--- src/rtl/pwm_pkg.sv ---
package pwm_pkg;
    typedef enum logic [1:0] {
        CH_IDLE = 2'd0,
        CH_UP   = 2'd1,
        CH_DOWN = 2'd2
    } chan_state_e;

    localparam int unsigned ADDR_EN    = 0;
    localparam int unsigned ADDR_POL   = 1;
    localparam int unsigned ADDR_SYM   = 2;
    localparam int unsigned ADDR_PAIR  = 3;
    localparam int unsigned ADDR_PSC   = 4;
    localparam int unsigned ADDR_CSEL  = 5;
    localparam int unsigned PER_BASE   = 8;
    localparam int unsigned DUTY_BASE  = 16;
    localparam int unsigned PSC_B_LSB  = 4;
endpackage

--- src/rtl/pwm_prescaler.sv ---
module pwm_prescaler #(
    parameter int unsigned SEL_W = 3
) (
    input  logic             clk,
    input  logic             rst_n,
    input  logic [SEL_W-1:0] sel_a,
    input  logic [SEL_W-1:0] sel_b,
    output logic             tick_a,
    output logic             tick_b
);
    localparam int unsigned DIV_W = (1 << SEL_W) - 1;

    logic [DIV_W-1:0] div_cnt;
    logic [DIV_W-1:0] mask_a;
    logic [DIV_W-1:0] mask_b;

    always_ff @(posedge clk or negedge rst_n) begin
        if (!rst_n) div_cnt <= '0;
        else        div_cnt <= div_cnt + DIV_W'(1);
    end

    always_comb begin
        mask_a = DIV_W'((1 << sel_a) - 1);
        mask_b = DIV_W'((1 << sel_b) - 1);
        tick_a = ((div_cnt & mask_a) == mask_a);
        tick_b = ((div_cnt & mask_b) == mask_b);
    end
endmodule

--- src/rtl/pwm_regfile.sv ---
module pwm_regfile import pwm_pkg::*; #(
    parameter int unsigned NCH   = 8,
    parameter int unsigned DW    = 8,
    parameter int unsigned AW    = 5,
    parameter int unsigned SEL_W = 3
) (
    input  logic                    clk,
    input  logic                    rst_n,
    input  logic                    wr_en,
    input  logic [AW-1:0]           wr_addr,
    input  logic [DW-1:0]           wr_data,
    output logic [NCH-1:0]          ch_en,
    output logic [NCH-1:0]          ch_pol,
    output logic [NCH-1:0]          ch_sym,
    output logic [NCH/2-1:0]        pair_on,
    output logic [SEL_W-1:0]        sel_a,
    output logic [SEL_W-1:0]        sel_b,
    output logic [NCH-1:0]          ch_csel,
    output logic [NCH-1:0][DW-1:0]  per,
    output logic [NCH-1:0][DW-1:0]  duty
);
    localparam int unsigned NPAIR = NCH / 2;

    always_ff @(posedge clk or negedge rst_n) begin
        if (!rst_n) begin
            ch_en   <= '0;
            ch_pol  <= '0;
            ch_sym  <= '0;
            pair_on <= '0;
            sel_a   <= '0;
            sel_b   <= '0;
            ch_csel <= '0;
            per     <= '0;
            duty    <= '0;
        end else if (wr_en) begin
            if (wr_addr == AW'(ADDR_EN))   ch_en   <= wr_data[NCH-1:0];
            if (wr_addr == AW'(ADDR_POL))  ch_pol  <= wr_data[NCH-1:0];
            if (wr_addr == AW'(ADDR_SYM))  ch_sym  <= wr_data[NCH-1:0];
            if (wr_addr == AW'(ADDR_PAIR)) pair_on <= wr_data[NPAIR-1:0];
            if (wr_addr == AW'(ADDR_PSC)) begin
                sel_a <= wr_data[SEL_W-1:0];
                sel_b <= wr_data[PSC_B_LSB+SEL_W-1:PSC_B_LSB];
            end
            if (wr_addr == AW'(ADDR_CSEL)) ch_csel <= wr_data[NCH-1:0];
            for (int i = 0; i < NCH; i++) begin
                if (wr_addr == AW'(PER_BASE + i))  per[i]  <= wr_data;
                if (wr_addr == AW'(DUTY_BASE + i)) duty[i] <= wr_data;
            end
        end
    end
endmodule

--- src/rtl/pwm_channel.sv ---
module pwm_channel import pwm_pkg::*; #(
    parameter int unsigned CW = 16
) (
    input  logic          clk,
    input  logic          rst_n,
    input  logic          en,
    input  logic          tick,
    input  logic          pol,
    input  logic          sym,
    input  logic [CW-1:0] per,
    input  logic [CW-1:0] duty,
    output logic          pwm
);
    chan_state_e   st, st_nx;
    logic [CW-1:0] cnt, cnt_nx;
    logic [CW-1:0] a_per, a_duty;
    logic          a_sym;
    logic          reload;
    logic          active;

    // next-state and counter logic
    always_comb begin
        st_nx  = st;
        cnt_nx = cnt;
        reload = 1'b0;
        unique case (st)
            CH_IDLE: begin
                if (en) begin
                    st_nx  = CH_UP;
                    cnt_nx = '0;
                end
            end
            CH_UP: begin
                if (!en) begin
                    st_nx  = CH_IDLE;
                    cnt_nx = '0;
                end else if (tick) begin
                    if (a_per == '0) begin
                        cnt_nx = '0;
                        reload = 1'b1;
                    end else if (cnt == a_per - CW'(1)) begin
                        if (a_sym) begin
                            st_nx = CH_DOWN;
                        end else begin
                            cnt_nx = '0;
                            reload = 1'b1;
                        end
                    end else begin
                        cnt_nx = cnt + CW'(1);
                    end
                end
            end
            CH_DOWN: begin
                if (!en) begin
                    st_nx  = CH_IDLE;
                    cnt_nx = '0;
                end else if (tick) begin
                    if (cnt == '0) begin
                        st_nx  = CH_UP;
                        reload = 1'b1;
                    end else begin
                        cnt_nx = cnt - CW'(1);
                    end
                end
            end
            default: begin
                st_nx  = CH_IDLE;
                cnt_nx = '0;
            end
        endcase
    end

    // state register with shadow copies
    always_ff @(posedge clk or negedge rst_n) begin
        if (!rst_n) begin
            st     <= CH_IDLE;
            cnt    <= '0;
            a_per  <= '0;
            a_duty <= '0;
            a_sym  <= 1'b0;
        end else begin
            st  <= st_nx;
            cnt <= cnt_nx;
            if (st == CH_IDLE || reload) begin
                a_per  <= per;
                a_duty <= duty;
                a_sym  <= sym;
            end
        end
    end

    // output logic
    always_comb begin
        active = (cnt < a_duty);
        if (st == CH_IDLE) pwm = 1'b0;
        else               pwm = pol ? active : !active;
    end

    assert_cnt_bound_R2: assert property (@(posedge clk) disable iff (!rst_n)
        (st != CH_IDLE && a_per != '0) |-> (cnt < a_per));

    assert_down_only_sym_R4: assert property (@(posedge clk) disable iff (!rst_n)
        (st == CH_DOWN) |-> a_sym);

    assert_shadow_hold_R8: assert property (@(posedge clk) disable iff (!rst_n)
        (st != CH_IDLE && en && !reload) |=> ($stable(a_duty) && $stable(a_per)));

    assert_off_low_R9: assert property (@(posedge clk) disable iff (!rst_n)
        !en |=> !pwm);
endmodule

--- src/rtl/pwm_bank.sv ---
module pwm_bank import pwm_pkg::*; #(
    parameter int unsigned NCH   = 8,
    parameter int unsigned DW    = 8,
    parameter int unsigned AW    = 5,
    parameter int unsigned SEL_W = 3
) (
    input  logic           clk,
    input  logic           rst_n,
    input  logic           wr_en,
    input  logic [AW-1:0]  wr_addr,
    input  logic [DW-1:0]  wr_data,
    output logic [NCH-1:0] pwm_out
);
    localparam int unsigned NPAIR = NCH / 2;
    localparam int unsigned CW    = 2 * DW;

    logic [NCH-1:0]         ch_en, ch_pol, ch_sym, ch_csel;
    logic [NPAIR-1:0]       pair_on;
    logic [SEL_W-1:0]       sel_a, sel_b;
    logic [NCH-1:0][DW-1:0] per, duty;
    logic                   tick_a, tick_b;

    pwm_regfile #(.NCH(NCH), .DW(DW), .AW(AW), .SEL_W(SEL_W)) u_regs (
        .clk     (clk),
        .rst_n   (rst_n),
        .wr_en   (wr_en),
        .wr_addr (wr_addr),
        .wr_data (wr_data),
        .ch_en   (ch_en),
        .ch_pol  (ch_pol),
        .ch_sym  (ch_sym),
        .pair_on (pair_on),
        .sel_a   (sel_a),
        .sel_b   (sel_b),
        .ch_csel (ch_csel),
        .per     (per),
        .duty    (duty)
    );

    pwm_prescaler #(.SEL_W(SEL_W)) u_psc (
        .clk    (clk),
        .rst_n  (rst_n),
        .sel_a  (sel_a),
        .sel_b  (sel_b),
        .tick_a (tick_a),
        .tick_b (tick_b)
    );

    for (genvar i = 0; i < NCH; i++) begin : g_ch
        logic [CW-1:0] per_i, duty_i;
        logic          en_i, tick_i, pwm_i;

        if (i % 2 == 1) begin : g_odd
            assign per_i  = pair_on[i/2] ? {per[i-1], per[i]}   : {{DW{1'b0}}, per[i]};
            assign duty_i = pair_on[i/2] ? {duty[i-1], duty[i]} : {{DW{1'b0}}, duty[i]};
            assign en_i   = ch_en[i];
        end else begin : g_even
            assign per_i  = {{DW{1'b0}}, per[i]};
            assign duty_i = {{DW{1'b0}}, duty[i]};
            assign en_i   = ch_en[i] & ~pair_on[i/2];
        end

        assign tick_i = ch_csel[i] ? tick_b : tick_a;

        pwm_channel #(.CW(CW)) u_chan (
            .clk   (clk),
            .rst_n (rst_n),
            .en    (en_i),
            .tick  (tick_i),
            .pol   (ch_pol[i]),
            .sym   (ch_sym[i]),
            .per   (per_i),
            .duty  (duty_i),
            .pwm   (pwm_i)
        );

        assign pwm_out[i] = pwm_i;
    end

    for (genvar p = 0; p < NPAIR; p++) begin : g_pair_chk
        assert_even_quiet_R6: assert property (@(posedge clk) disable iff (!rst_n)
            pair_on[p] |=> !pwm_out[2*p]);
    end
endmodule

--- config.mk ---
export PLATFORM = sky130hd
export DESIGN_NAME = pwm_bank
export DESIGN_NICKNAME = d
export VERILOG_FILES = /design/src/rtl/pwm_pkg.sv /design/src/rtl/pwm_prescaler.sv /design/src/rtl/pwm_regfile.sv /design/src/rtl/pwm_channel.sv /design/src/rtl/pwm_bank.sv
export SDC_FILE = /design/constraint.sdc
export NUM_CORES = 1
export LEC_CHECK = 0
export BUFFER_PORTS_ARGS = -buffer_cell sky130_fd_sc_hd__buf_2
export CAP_MARGIN = 20
export CORE_MARGIN = 4
export CORE_UTILIZATION = 65
export CTS_CLUSTER_DIAMETER = 30
export CTS_CLUSTER_SIZE = 25
export DETAILED_ROUTE_END_ITERATION = 6
export PLACE_DENSITY = 0.81
export SLEW_MARGIN = 30
export SYNTH_ARGS = -nofsm -noshare
export SYNTH_HDL_FRONTEND = slang
export SYNTH_SLANG_ARGS = --single-unit
--- constraint.sdc ---
create_clock -name clk -period 5.35 [get_ports clk]
set_input_delay 0.2675 -clock clk [delete_from_list [all_inputs] [get_ports clk]]
set_output_delay 0.2675 -clock clk [all_outputs]
set_load 0.02 [all_outputs]
==> results of run 1 <==
-- area by class of cell --
class                      count  share of cell area [%]
inverter                     254                   2.537
tap                          672                   2.237
clock inverter                75                   2.301
multi-input combinational   2533                   48.71
timing repair buffer          52                   1.102
antenna                        4                 0.02664
clock buffer                 137                   8.397
sequential                   521                   34.69
-- power breakdown --
group	switching, mW	internal [mW]	total (mW)
Clock	2.46	4.76	7.23
Combinational	4.13	3.04	7.17
Sequential	1.02	4.84	5.86
-- worst reg2reg max path: stages, from the launching register on --
cell and delay, ps:
dfrtp_1 470, or3_1 420, ha_1 280, nand4b_1 140, o31ai_1 90, a221oi_1 680, nand3_1 530, mux2_2 500
a311oi_1 240, o22a_1 640, and2_1 460, a22o_1 220
-- cells in the mapped netlist (60+ instances only) --
library cell  instances
dfrtp_1             521
mux2_2              306
nand2_1             280
inv_1               254
o21ai_0             215
clkbuf_1            189
nor2_1              182
ha_1                155
a21oi_1             114
nand3_1             104
xnor2_1             103
nor3_1               97
and3_1               78
xor2_1               60
-- stage by stage --
step	cell area (um2)	hold WS (ps)	util [%]
3_5_place_dp	33490	263.7	66.61
6_report	37580	163.3	74.75
2_1_floorplan	33120	-28.09	-
4_1_cts	37520	150.8	74.63
3_3_place_gp	33460	257.3	66.56
5_1_grt	37570	169.1	74.74
-- kinds of logic (layout without fill, tap and decap cells) --
family / count (synthesis) / after routing
AO/OA/AOI/OAI: 770 / 770
other: 0 / 4
AND/OR/NAND/NOR: 1079 / 1079
XOR/XNOR: 163 / 163
adder cells (fa/ha/maj): 155 / 155
flip-flops: 521 / 521
buffers and inverters: 478 / 518
multiplexers: 366 / 366
-- cells in the final DEF, fill, tap and decap left out, types with 16 or more instances in the layout --
cell,n
dfrtp_1,521
mux2_2,306
nand2_1,280
inv_1,254
o21ai_0,215
nor2_1,180
ha_1,155
clkbuf_16,119
a21oi_1,113
nand3_1,104
xnor2_1,103
nor3_1,93
and3_1,78
xor2_1,60
mux2i_1,59
a22o_1,59
nand4_1,51
nor4_1,48
a21o_1,42
nand2b_1,41
o22ai_1,37
o32ai_1,36
nor2b_1,35
or3_1,34
or4_1,28
a211oi_1,28
a31oi_1,26
buf_2,22
buf_4,22
o211ai_1,19
clkinv_2,19
o21bai_1,17
and2_1,17
clkinvlp_4,16
-- metal layers --
| metal | part of all wire, % | routed length, um | up-vias |
|---|---|---|---|
| met5 | 0.034 | 30 | - |
| met4 | 3.8 | 3390 | 4 |
| met3 | 7.4 | 6592 | 297 |
| met2 | 48 | 42680 | 1341 |
| met1 | 41 | 36150 | 13917 |
| li1 | - | - | 12687 |
-- registers in the layout, summed over array words and instances (netlist names), 16 cells and up --
| register | cells |
|---|---|
| g_ch.u_chan.a_per | 96 |
| g_ch.u_chan.a_duty | 96 |
| g_ch.u_chan.cnt | 128 |
| u_regs.duty | 64 |
| u_regs.per | 64 |
| g_ch.u_chan.st | 16 |
-- timing repair --
item                      4_1_cts  5_1_grt
gates resized for setup         0        0
hold endpoints to repair       58        0
hold buffers                    1        0
-- worst paths after layout --
path | startpoint | end | slack (ps) | cells past startpoint
max | u_regs.sel_b[2] | g_ch[2].u_chan.cnt[10] | 600 | 11
min | rst_n | g_ch[0].u_chan.cnt[2] | 160 | 2
max reg2reg | u_regs.sel_b[2] | g_ch[2].u_chan.cnt[10] | 600 | 11
min reg2reg | g_ch[7].u_chan.a_duty[13] | g_ch[7].u_chan.a_duty[13] | 490 | 2
max in group asynchronous | rst_n | g_ch[7].u_chan.a_duty[12] | 4030 | 3
min in group clk | wr_addr[3] | u_regs.ch_sym[7] | 190 | 3
==> impl_metrics.toml, run 1 <==
[grt]
grt_pass1_vias = 28146
track_usage_pct = 32.43
grt-ovfl-total = 0
grt_pass1_wl_um = 145200
grt_max_degree = 135
use_met2_pct = 53.08
use_met3_pct = 6.317
grt_use_met1_pct = 42.72
antenna_found_initial = 5
gr-max-usage-layer = "met2"

[yosys]
synth_top_area_share_pct = 39.37
synth-seq-cells = 521
syn_area_um2 = 33120
yosys-top-cells-area = "dfrtp_1, mux2_2, ha_1"
avgSynthCellArea_um2 = 9.376
synth_compound_area_share_pct = 15.82
synth_simple_gate_area_share_pct = 16.78
syn_nets = 3703
yosysSeqAreaShare_pct = 39.37
synth.distinct_cells = 94
ys.flop_type = "dfrtp_1"
yosysTopAreaCell = "dfrtp_1"
yosys_warnings = 0
synth_edf_count = 0
synth_async_sr_flop_share_pct = 100.0
synthMuxAreaShare_pct = 12.22
synth_top_family_by_area = "simple AND/OR/NAND/NOR gates"
synth_xor_area_share_pct = 4.311
synthCells = 3532
synth_fa_ha_area_share_pct = 5.856

[final_layout]
instances_no_fill = 4248
drive_above_1_share_pct = 17.30
nFillCells = 3287
nets = 3648
area_growth_pct = 13.48
seq_area_um2 = 13040
multi_input_area_um2 = 18300

[power]
power.density_nw_per_um2 = 539.1
fin_total_pwr_mw = 20.26
vdd_drop_max_v = 0.0003767
p_leak_nw = 17.02

[detailed_routing]
drt_pre_antenna_iters = 7
drt_iter0_markers = 3103
ant_nets = 0
vias = 28246
drc = 2
wl_um = 88850
viasPerCell = 6.649
wire_per_inst_um = 20.91

[sta]
rsz0062_at_grt = "no"
worstMarginPinSlew_ps = 987.8
worst_slack_ps = 602.7
setup_viol = 0
skew_ps = 44.49
drv_slew = 0
fin_crit_sh_pct = 88.73
hold_violations = 0
fin_crit_ps = 4747
slew_headroom_pct = 33.98
setup_tns_ps = 0
fmax_mhz = 210.6

[clock_tree]
cts.sinks = 521
cts.htree.levels = 3
cts_made_buffers = 115
post_cts_buffers = 0
clk_pin_slew_worst_paths_ps = 50
cts_root_buf = "clkbuf_16"
worstSkewPairLatency_ps = 680
cts_buffer_depth = 3
tritoncts = "yes"

[setup_path]
crit_path_top_delay_cell = "a221oi_1"
path_cells = "or3_1, ha_1, nand4b_1, o31ai_1, a221oi_1, nand3_1, mux2_2, a311oi_1, o22a_1, and2_1, a22o_1"
path_buf_inv = 0
crit_fanout = 23
path_delay_family = "compound AO/OA/AOI/OAI gates"
end_kind = "register"
arrival_ps = 5350
required_ps = 5950
max_stage_delay_ps = 680
crit_type = "register to register"
cp-start-kind = "register"

[placed_design]
dp_hpwl_um = 57160
pre_cts_ws_ps = 803.8
gp_congestion = 0.9248
dp_cells = 4030
io_buffers = 23

[floorplanning]
start_util_pct = 65.87
num_rows = 82
dieArea_um2 = 54620
die_w_um = 233.7
ioPinCount = 24
die_h_um = 233.7
core_area_um2 = 50270

[min_path]
hp-class = "input pin to asynchronous set/reset pin"

[outcome]
status = "complete, but fails checks"
violations = "design-rule violations"

[job]
drv_cap = 0
(Power assumes the default switching activity.)
==> run 2: changes to the inputs <==
ABC_AREA = 1   (was unset)
GPL_TIMING_DRIVEN = 0   (was unset)
==> run 2 against run 1 <==
Against the previous run: the flow now finishes without violations; combinational power rose by 34%; synthesized area rose by 5.6%; critical path depth did not move; wire length rose by 14%; first-iteration DRC count rose by 3.6%; maximum frequency rose by 44%; register-to-register slack improved by 1900 ps; sequential power rose by 0.9%; largest power group is now combinational logic; clock skew fell by 11 ps; cell count rose by 41%; clock-buffer cell count fell by 2.
==> impl_metrics.toml, run 2 <==
[placed_design]
gp_congestion = 0.9716
dpl_cell_area_um2 = 36160
pre_cts_ws_ps = 2573
dp_hpwl_um = 70290
io_buffers = 23
dp_cells = 5775

[clock_tree]
tritoncts = "yes"
post_cts_buffers = 0
cts_buffer_depth = 3
cts_made_buffers = 116
cts.sinks = 521
clk_pin_slew_worst_paths_ps = 50
cts.htree.levels = 3
cts_root_buf = "clkbuf_16"
worstSkewPairLatency_ps = 690

[yosys]
avgSynthCellArea_um2 = 6.916
synthCells = 5057
yosysTopAreaCell = "dfrtp_1"
synth_top_area_share_pct = 37.28
synth_async_sr_flop_share_pct = 100.0
synth_most_common_cell = "nand2_1"
syn_nets = 5228
synth_common_cells = "nand2_1, inv_1, dfrtp_1, nand3_1, o21ai_0"
synth.distinct_cells = 51
synth_edf_count = 0
syn_area_um2 = 34970
ys.flop_type = "dfrtp_1"
yosys-top-cells-area = "dfrtp_1, nand2_1, nand3_1"
yosysSeqAreaShare_pct = 37.28
yosys_warnings = 0
synth-seq-cells = 521

[detailed_routing]
drc = 0
wire_per_inst_um = 16.79
viasPerCell = 5.706
wl_um = 100800
drt_pre_antenna_iters = 6
drt_iter0_markers = 3216
ant_nets = 0
vias = 34264

[sta]
slew_headroom_pct = 33.36
hold_violations = 0
setup_viol = 0
fin_crit_sh_pct = 61.75
fmax_mhz = 302.7
worstMarginPinSlew_ps = 999.7
rsz0062_at_grt = "no"
drv_slew = 0
worst_slack_ps = 2046
skew_ps = 33.60
fin_crit_ps = 3304

[power]
p_leak_nw = 21.68
vdd_drop_max_v = 0.0004654
power.density_nw_per_um2 = 574.6
fin_total_pwr_mw = 23.31

[grt]
grt-ovfl-total = 0
antenna_found_initial = 5
grt_max_degree = 87
track_usage_pct = 34.84
grt_pass1_vias = 32398
grt_pass1_wl_um = 163700

[floorplanning]
core_area_um2 = 52870
die_h_um = 240.0
start_util_pct = 66.16
num_rows = 84
ioPinCount = 24
die_w_um = 240.0
dieArea_um2 = 57580

[final_layout]
finalInstanceArea_um2 = 40570
instances_no_fill = 6005
final_common_cell = "nand2_1"
nFillCells = 3987
final_cell_mix = "nand2_1, inv_1, dfrtp_1, nand3_1, o21ai_0"
top_regs = "g_ch.u_chan.cnt: 128 flops, g_ch.u_chan.a_duty: 96 flops, g_ch.u_chan.a_per: 96 flops"
largest_reg_flops = 128
multi_input_area_um2 = 18590
seq_area_um2 = 13040
nets = 5382
drive_above_1_share_pct = 9.016
regMostFlops = "g_ch.u_chan.cnt"
final_util_pct = 76.74
area_growth_pct = 16.00

[job]
drv_cap = 0

[setup_path]
cp-start-kind = "register"
crit_fanout = 8
end_kind = "output port"
crit_type = "register to output port"
arrival_ps = 3040
required_ps = 5080

[outcome]
status = "complete, no violations"

[min_path]
hp-class = "input pin to register"
run 2: cell count changes in the layout (fill, tap and decap cells not counted), sizes merged, moves of 77 or more:
cell	previous run	this run
buf	51	153
clkbuf	137	214
inv	271	621
mux2	307	0
nand2	280	1660
nand3	104	492
nor2	183	384
o21ai	218	446
xor2	60	144
run 2: path summary, 6_finish.rpt:
path,to,slack [ps],cells past startpoint,from
max,pwm_out[5],2050,11,g_ch[5].u_chan.cnt[3]
min,u_regs.duty[48],40,3,wr_data[0]
max reg2reg,g_ch[3].u_chan.cnt[8],2460,17,u_regs.sel_b[1]
min reg2reg,g_ch[2].u_chan.a_sym,470,2,u_regs.ch_sym[2]
max in group asynchronous,g_ch[2].u_chan.cnt[11],3400,6,rst_n
min in group asynchronous,g_ch[5].u_chan.cnt[0],70,2,rst_n
run 2: report_power, final:
part,switching (mW),internal (mW),leakage [nW]
Sequential,0.994,4.91,6.94
Clock,2.53,5.26,2.08
Combinational,6.38,3.24,12.6
run 2: cell families after synthesis:
group | count (synthesis) | share of synthesized area, %
muxes | 1 | 0.02862
adders and majority gates | 155 | 5.545
xor gates and xnor gates | 176 | 4.408
and+or+nand+nor | 2736 | 33.45
buffers and inverters | 809 | 9.570
AOI/OAI and AO/OA | 659 | 9.724
DFF | 521 | 37.28
run 2: layout make-up:
class,count,share of cell area (%)
multi-input cells,3727,45.82
flip-flops and latches,521,32.14
clock buffers,135,7.732
inverters,607,5.616
clock inverters,85,2.955
plain buffers,202,2.659
well taps,688,2.122
repair buffers,36,0.9314
diodes,4,0.02467
run 2: metal layers:
layer | track usage [%] | up-vias | share of wire (%)
met5 | 0 | - | 0.013
met2 | 55.58 | 1518 | 45
met1 | 47.95 | 15939 | 42
met4 | 12.38 | 2 | 3.4
li1 | - | 16522 | -
met3 | 6.722 | 283 | 9.2
run 2: repair_timing:
item / CTS / global route
endpoints found under the hold margin: 157 / 0
gates resized for setup: 0 / 0
hold buffers: 6 / 0
run 2: metrics by stage:
stage	TNS, ps	hold slack [ps]
finish	0	43.14
global route	0	57.34
CTS	0	5.768
detailed placement	0	151.9
global placement	-3484290	451.4
floorplan	0	-28.09
run 2: worst max-delay path, cell delays in order, from the launching register on:
cell	delay, ps
dfrtp_1	510
ha_1	360
nand2_1	40
o21ai_0	210
nand3_1	120
a21oi_1	130
o21ai_0	80
nand2_1	130
o21ai_0	110
a21oi_1	330
buf_4	170
buf_2	170
